### src/rtl/sio_cfg_pkg.sv
package sio_cfg_pkg;

  localparam int NUM_DEV = 9;
  localparam int SLOT_W  = $clog2(NUM_DEV);
  localparam int NUM_BASE = 3;

  localparam logic [7:0] IDX_CTRL   = 8'h02;
  localparam logic [7:0] IDX_LDN    = 8'h07;
  localparam logic [7:0] IDX_BANKED = 8'h30;
  localparam logic [7:0] IDX_ACT    = 8'h30;
  localparam logic [7:0] IDX_BASE   = 8'h60;
  localparam logic [7:0] IDX_IRQ    = 8'h70;
  localparam logic [7:0] EXIT_VAL   = 8'h02;

  localparam logic [7:0] KEY_B0 = 8'h87;
  localparam logic [7:0] KEY_B1 = 8'h01;
  localparam logic [7:0] KEY_B2 = 8'h55;

  // Final key byte depends on the chosen base port.
  function automatic logic [7:0] key_last(input logic [7:0] base);
    return (base == 8'h2E) ? 8'h55 : 8'hAA;
  endfunction

  function automatic logic [7:0] key_byte(input logic [1:0] step, input logic [7:0] base);
    case (step)
      2'd0:    return KEY_B0;
      2'd1:    return KEY_B1;
      2'd2:    return KEY_B2;
      default: return key_last(base);
    endcase
  endfunction

  function automatic logic ldn_valid(input logic [7:0] ldn);
    return (ldn < 8'h08) || (ldn == 8'h0A);
  endfunction

  // Device number to bank slot; 0x0A occupies the last slot.
  function automatic logic [SLOT_W-1:0] ldn_slot(input logic [7:0] ldn);
    return (ldn == 8'h0A) ? SLOT_W'(NUM_DEV - 1) : ldn[SLOT_W-1:0];
  endfunction

endpackage

### src/rtl/sio_key_unlock.sv
module sio_key_unlock
  import sio_cfg_pkg::*;
#(
  parameter logic [7:0] BASE_PORT = 8'h2E
) (
  input  logic       clk,
  input  logic       rst_n,
  input  logic       idx_wr,
  input  logic [7:0] wdata,
  input  logic       lock_req,
  output logic       unlocked,
  output logic       key_done
);

  logic [1:0] step_q;
  logic       key_match;

  assign key_match = idx_wr && !unlocked && (wdata == key_byte(step_q, BASE_PORT));
  assign key_done  = key_match && (step_q == 2'd3);

  always_ff @(posedge clk) begin
    if (!rst_n) begin
      step_q   <= 2'd0;
      unlocked <= 1'b0;
    end else if (lock_req) begin
      unlocked <= 1'b0;
      step_q   <= 2'd0;
    end else if (key_done) begin
      unlocked <= 1'b1;
      step_q   <= 2'd0;
    end else if (idx_wr && !unlocked) begin
      if (key_match)             step_q <= step_q + 2'd1;
      else if (wdata == KEY_B0)  step_q <= 2'd1;
      else                       step_q <= 2'd0;
    end
  end

  // the window opens only right after a completed key
  a_r2_open_after_key: assert property (@(posedge clk) disable iff (!rst_n)
    $rose(unlocked) |-> $past(key_done));

  // an exit write closes the window
  a_r5_exit_locks: assert property (@(posedge clk) disable iff (!rst_n)
    lock_req |=> !unlocked);

  // the window stays open until an exit write
  a_r5_hold_open: assert property (@(posedge clk) disable iff (!rst_n)
    (unlocked && !lock_req) |=> unlocked);

endmodule

### src/rtl/sio_dev_bank.sv
module sio_dev_bank
  import sio_cfg_pkg::*;
(
  input  logic        clk,
  input  logic        rst_n,
  input  logic        wr_en,
  input  logic [7:0]  idx,
  input  logic [7:0]  wdata,
  output logic        active,
  output logic [15:0] base0,
  output logic [15:0] base1,
  output logic [15:0] base2,
  output logic [7:0]  irq,
  output logic [7:0]  rdata
);

  logic [15:0] base_q [NUM_BASE];

  always_ff @(posedge clk) begin
    if (!rst_n) begin
      active <= 1'b0;
      irq    <= 8'h00;
      for (int k = 0; k < NUM_BASE; k++) base_q[k] <= 16'h0000;
    end else if (wr_en) begin
      if (idx == IDX_ACT) active <= wdata[0];
      if (idx == IDX_IRQ) irq    <= wdata;
      for (int k = 0; k < NUM_BASE; k++) begin
        if (idx == IDX_BASE + 8'(2*k))     base_q[k][15:8] <= wdata;
        if (idx == IDX_BASE + 8'(2*k + 1)) base_q[k][7:0]  <= wdata;
      end
    end
  end

  assign base0 = base_q[0];
  assign base1 = base_q[1];
  assign base2 = base_q[2];

  always_comb begin
    rdata = 8'h00;
    if (idx == IDX_ACT) rdata = {7'b0, active};
    if (idx == IDX_IRQ) rdata = irq;
    for (int k = 0; k < NUM_BASE; k++) begin
      if (idx == IDX_BASE + 8'(2*k))     rdata = base_q[k][15:8];
      if (idx == IDX_BASE + 8'(2*k + 1)) rdata = base_q[k][7:0];
    end
  end

  // a bank that is not written keeps its contents
  a_r10_bank_holds: assert property (@(posedge clk) disable iff (!rst_n)
    !wr_en |=> ($stable(active) && $stable(irq) && $stable(base0)
                && $stable(base1) && $stable(base2)));

  // the activate flag takes bit 0 of the written byte
  a_r6_act_bit0: assert property (@(posedge clk) disable iff (!rst_n)
    (wr_en && idx == IDX_ACT) |=> (active == $past(wdata[0])));

endmodule

### src/rtl/sio_cfg_port.sv
module sio_cfg_port
  import sio_cfg_pkg::*;
#(
  parameter logic [7:0] BASE_PORT = 8'h2E
) (
  input  logic                   clk,
  input  logic                   rst_n,
  input  logic                   io_wr,
  input  logic                   io_sel,
  input  logic [7:0]             io_wdata,
  output logic [7:0]             io_rdata,
  output logic                   cfg_unlocked,
  output logic [NUM_DEV-1:0]     dev_active,
  output logic [NUM_DEV*16-1:0]  dev_base0,
  output logic [NUM_DEV*16-1:0]  dev_base1,
  output logic [NUM_DEV*16-1:0]  dev_base2,
  output logic [NUM_DEV*8-1:0]   dev_irq
);

  logic [7:0]         idx_q;
  logic [7:0]         ldn_q;
  logic               idx_wr;
  logic               dat_wr;
  logic               lock_req;
  logic               key_done;
  logic               sel_valid;
  logic [SLOT_W-1:0]  sel_slot;
  logic [NUM_DEV-1:0] bank_wr;
  logic [7:0]         bank_rd [NUM_DEV];
  logic [7:0]         sel_rd;

  assign idx_wr    = io_wr && !io_sel;
  assign dat_wr    = io_wr && io_sel && cfg_unlocked;
  assign lock_req  = dat_wr && (idx_q == IDX_CTRL) && (io_wdata == EXIT_VAL);
  assign sel_valid = ldn_valid(ldn_q);
  assign sel_slot  = ldn_slot(ldn_q);

  sio_key_unlock #(.BASE_PORT(BASE_PORT)) u_key (
    .clk      (clk),
    .rst_n    (rst_n),
    .idx_wr   (idx_wr),
    .wdata    (io_wdata),
    .lock_req (lock_req),
    .unlocked (cfg_unlocked),
    .key_done (key_done)
  );

  always_ff @(posedge clk) begin
    if (!rst_n) begin
      idx_q <= 8'h00;
      ldn_q <= 8'h00;
    end else begin
      if (idx_wr && cfg_unlocked) idx_q <= io_wdata;
      if (dat_wr && idx_q == IDX_LDN) ldn_q <= io_wdata;
    end
  end

  for (genvar g = 0; g < NUM_DEV; g++) begin : g_bank
    assign bank_wr[g] = dat_wr && (idx_q >= IDX_BANKED) && sel_valid
                        && (sel_slot == SLOT_W'(g));
    sio_dev_bank u_bank (
      .clk    (clk),
      .rst_n  (rst_n),
      .wr_en  (bank_wr[g]),
      .idx    (idx_q),
      .wdata  (io_wdata),
      .active (dev_active[g]),
      .base0  (dev_base0[g*16 +: 16]),
      .base1  (dev_base1[g*16 +: 16]),
      .base2  (dev_base2[g*16 +: 16]),
      .irq    (dev_irq[g*8 +: 8]),
      .rdata  (bank_rd[g])
    );
  end

  always_comb begin
    sel_rd = 8'h00;
    for (int g = 0; g < NUM_DEV; g++)
      if (sel_valid && sel_slot == SLOT_W'(g)) sel_rd = bank_rd[g];
  end

  always_comb begin
    if (!cfg_unlocked)          io_rdata = 8'hFF;
    else if (!io_sel)           io_rdata = idx_q;
    else if (idx_q == IDX_LDN)  io_rdata = ldn_q;
    else if (idx_q >= IDX_BANKED) io_rdata = sel_rd;
    else                        io_rdata = 8'h00;
  end

  // banks are written only while the window is open
  a_r4_write_needs_open: assert property (@(posedge clk) disable iff (!rst_n)
    (|bank_wr) |-> cfg_unlocked);

  // at most one bank takes a write
  a_r10_single_bank: assert property (@(posedge clk) disable iff (!rst_n)
    $onehot0(bank_wr));

  // an unsupported device number reaches no bank
  a_r8_invalid_no_write: assert property (@(posedge clk) disable iff (!rst_n)
    !sel_valid |-> (bank_wr == '0));

  // index writes while locked never move the index register
  a_r2_locked_index_hold: assert property (@(posedge clk) disable iff (!rst_n)
    (!cfg_unlocked && !key_done) |=> $stable(idx_q));

endmodule

### config.mk
export PLATFORM = sky130hd
export DESIGN_NAME = sio_cfg_port
export DESIGN_NICKNAME = d
export VERILOG_FILES = /design/src/rtl/sio_cfg_pkg.sv /design/src/rtl/sio_key_unlock.sv /design/src/rtl/sio_dev_bank.sv /design/src/rtl/sio_cfg_port.sv
export SDC_FILE = /design/constraint.sdc
export NUM_CORES = 1
export LEC_CHECK = 0
export BUFFER_PORTS_ARGS = -buffer_cell sky130_fd_sc_hd__buf_4
export CAP_MARGIN = 40
export CORE_MARGIN = 1
export CORE_UTILIZATION = 32
export CTS_CLUSTER_DIAMETER = 50
export DETAILED_ROUTE_END_ITERATION = 10
export PLACE_DENSITY_LB_ADDON = 0.25
export SYNTH_ARGS = -nofsm -noshare
export SYNTH_HDL_FRONTEND = slang
export SYNTH_HIERARCHICAL = 1
export SYNTH_SLANG_ARGS = --single-unit
### constraint.sdc
create_clock -name clk -period 5.4 [get_ports clk]
set_clock_uncertainty 0.15 [all_clocks]
set_input_delay 0 -clock clk [delete_from_list [all_inputs] [get_ports clk]]
set_output_delay 0 -clock clk [all_outputs]
set_load 0.005 [all_outputs]
==> flow_metrics.py <==
metrics = {
    "route": {
        "detail-route-antenna-nets": 0,
        "vias": 22000,
        "drtIter0Drc": 2122,
        "wl_um": 109000,
        "viasPerCell": 5.66,
        "post_drt_wl_per_cell_um": 28.2,
        "dr.pass1.iters": 7,
        "drc": 0,
    },
    "die": {
        "fp.dieW_um": 287,
        "fp.dieH_um": 287,
        "fp-row-count": 104,
        "initial_core_util_pct": 32.3,
        "dieArea_um2": 82300,
        "core-area_um2": 80400,
        "io_pins": 534,
    },
    "cts": {
        "cts_root_buf": "clkbuf_16",
        "ctsLongestPathBuffers": 3,
        "clock_latency_ns": 0.60,
        "cts_sinks": 532,
        "post-cts-setup-buffers": 0,
        "cts.htree.levels": 3,
        "cts_tree": "done",
        "numCtsBuffers": 69,
        "clk_pin_slew_ns": 0.06,
    },
    "timing": {
        "relSlewSlack_pct": 32.9,
        "clock.fmax_ghz": 0.201,
        "rsz0062_at_grt": "no",
        "layout_setup_ws_ns": 0.419,
        "tightestPinTransition_ns": 1.00,
        "fin_setup_tns_ns": 0,
        "min_period_ns": 4.98,
        "period_share_pct": 92.3,
        "setup-violations-final": 0,
        "final-hold-violation-count": 0,
        "drv_slew": 0,
    },
    "synth": {
        "syn_nets": 2220,
        "yosysWarnings": 6,
        "syn_area_um2": 26000,
        "avgSynthCellArea_um2": 11.8,
        "syn_inst": 2203,
    },
    "power_and_ir_drop": {
        "total_power_mw": 10.1,
        "power_per_cell_area_nw_per_um2": 299,
        "peakVddDrop_uv": 205,
        "p_leak_nw": 11.7,
    },
    "grt": {
        "grtUsageMet1_pct": 32.0,
        "met3_usage_pct": 5.06,
        "overflow": 0,
        "grt_pass1_vias": 21100,
        "grt_max_degree": 76,
        "grt_util_met2_pct": 43.2,
        "antenna_found_initial": 5,
        "gr-max-usage-layer": "met2",
        "grt_pass1_wl_um": 152000,
        "track_usage_pct": 25.4,
    },
    "critical_path": {
        "r2r_slack_ns": 1.34,
        "r2r_cells": 10,
        "path_class": "reg -> out",
        "cp-start-kind": "flip-flop",
        "critPathArrivalTime_ns": 4.83,
        "end_kind": "output pin",
        "required_ns": 5.25,
        "r2r-start": "idx_q[5]",
        "worst-path-max-fanout": 58,
        "reg2reg_to": "g_bank[1].u_bank/base_q[2][0]",
    },
    "finish": {
        "register_area_um2": 15000,
        "layout-drive-gt1-share_pct": 29.2,
        "area_delta_synth_final_pct": 30.2,
        "fin_nets": 2778,
        "fill_cells": 7645,
        "multi_input_area_um2": 10300,
    },
    "min_path": {
        "hold_end": "g_bank[1].u_bank/irq[4]",
        "whs_path_depth": 2,
        "min_from": "g_bank[1].u_bank/irq[4]",
        "worst_hold_path_type": "reg -> reg",
    },
    "placement": {
        "place_hpwl_um": 79400,
        "portBuffers": 533,
        "pre_cts_slack_ns": 1.03,
        "place_congestion": 0.931,
    },
    "job": {
        "drv_cap": 0,
    },
    "run_status": {
        "status": "finished, final reports clean",
    },
}
==> cells in the final DEF, fill, tap and decap left out, drive strengths merged, types with 17 or more instances in the layout <==
| cell type | instances |
|---|---|
| nand2b | 69 |
| a211oi | 22 |
| nand2 | 168 |
| a21boi | 18 |
| nand3 | 77 |
| a21oi | 68 |
| nor2 | 88 |
| nand4 | 17 |
| o22ai | 42 |
| o31ai | 21 |
| o22a | 20 |
| edfxtp | 432 |
| nor2b | 61 |
| o21ai | 132 |
| and2 | 154 |
| clkbuf | 87 |
| nor3b | 22 |
| a221oi | 27 |
| a31oi | 20 |
| nor3 | 28 |
| buf | 595 |
| mux2 | 47 |
| inv | 38 |
| mux2i | 177 |
| a22oi | 28 |
| a22o | 20 |
| clkinv | 27 |
| dfxtp | 100 |
==> routing by layer <==
metal | up-vias | routed length [um]
li1 | 9553 | -
met1 | 10900 | 42900
met2 | 1295 | 53800
met3 | 182 | 9170
met4 | 4 | 3350
met5 | - | 28
==> power breakdown <==
part,internal [mW],total [mW],switching (mW),leakage (nW)
sequential,4.59,4.76,0.170,4.91
combinational,0.273,0.588,0.315,5.67
clock,2.86,4.74,1.88,1.15
total,7.72,10.1,2.37,11.7
==> area by class of cell <==
type | instances | share of cell area, %
well taps | 1060 | 3.92
clock buffers | 86 | 5.67
multi-input cells | 1511 | 30.4
flip-flops and latches | 532 | 44.4
clock inverters | 41 | 1.37
diodes | 1 | 0.00741
repair buffers | 612 | 13.9
inverters | 35 | 0.389
==> metrics by stage <==
step	utilization, %	hold slack [ns]	std cells	instance area [um^2]
final	42.0	0.338	3878	33800
after floorplan	-	-0.0218	2203	26000
after CTS	42.0	0.335	3875	33800
after global routing	42.0	0.352	3877	33800
after detailed placement	38.8	0.279	3732	31200
after global placement	38.7	0.281	3724	31100
==> sequential cells by signal, summed over array words and instances, names as in the netlist <==
signal	flops
ldn_q	8
u_key/unlocked	1
u_key/step_q	2
g_bank.u_bank/irq	72
idx_q	8
g_bank.u_bank/active	9
g_bank.u_bank/base_q	432
==> critical path, cell delays in order (launching register included) <==
cell	delay [ns]
dfxtp_4	0.86
buf_12	0.33
nor2b_1	0.55
a22o_1	0.24
a22oi_1	0.10
mux2i_1	0.44
mux2i_1	0.29
o21ai_0	0.27
o2111ai_1	0.17
a221oi_1	0.49
a211o_1	0.18
buf_4	0.13
==> how the worst max path moves through the flow <==
stage                        start                              to  depth (start not counted)
after floorplan           idx_q[6]  g_bank[1].u_bank/base_q[0][10]                          7
after global placement    idx_q[0]                     io_rdata[0]                         11
after detailed placement  idx_q[0]                     io_rdata[0]                         11
after CTS                 idx_q[0]                     io_rdata[0]                         11
after global routing      idx_q[0]                     io_rdata[1]                         11
final                     idx_q[0]                     io_rdata[1]                         11
==> timing repair <==
| action | CTS | global route |
|---|---|---|
| endpoints found under the hold margin | 155 | 0 |
| gates resized for setup | 0 | 0 |
| hold buffers | 16 | 0 |
Power figures use the tool's default switching activity.
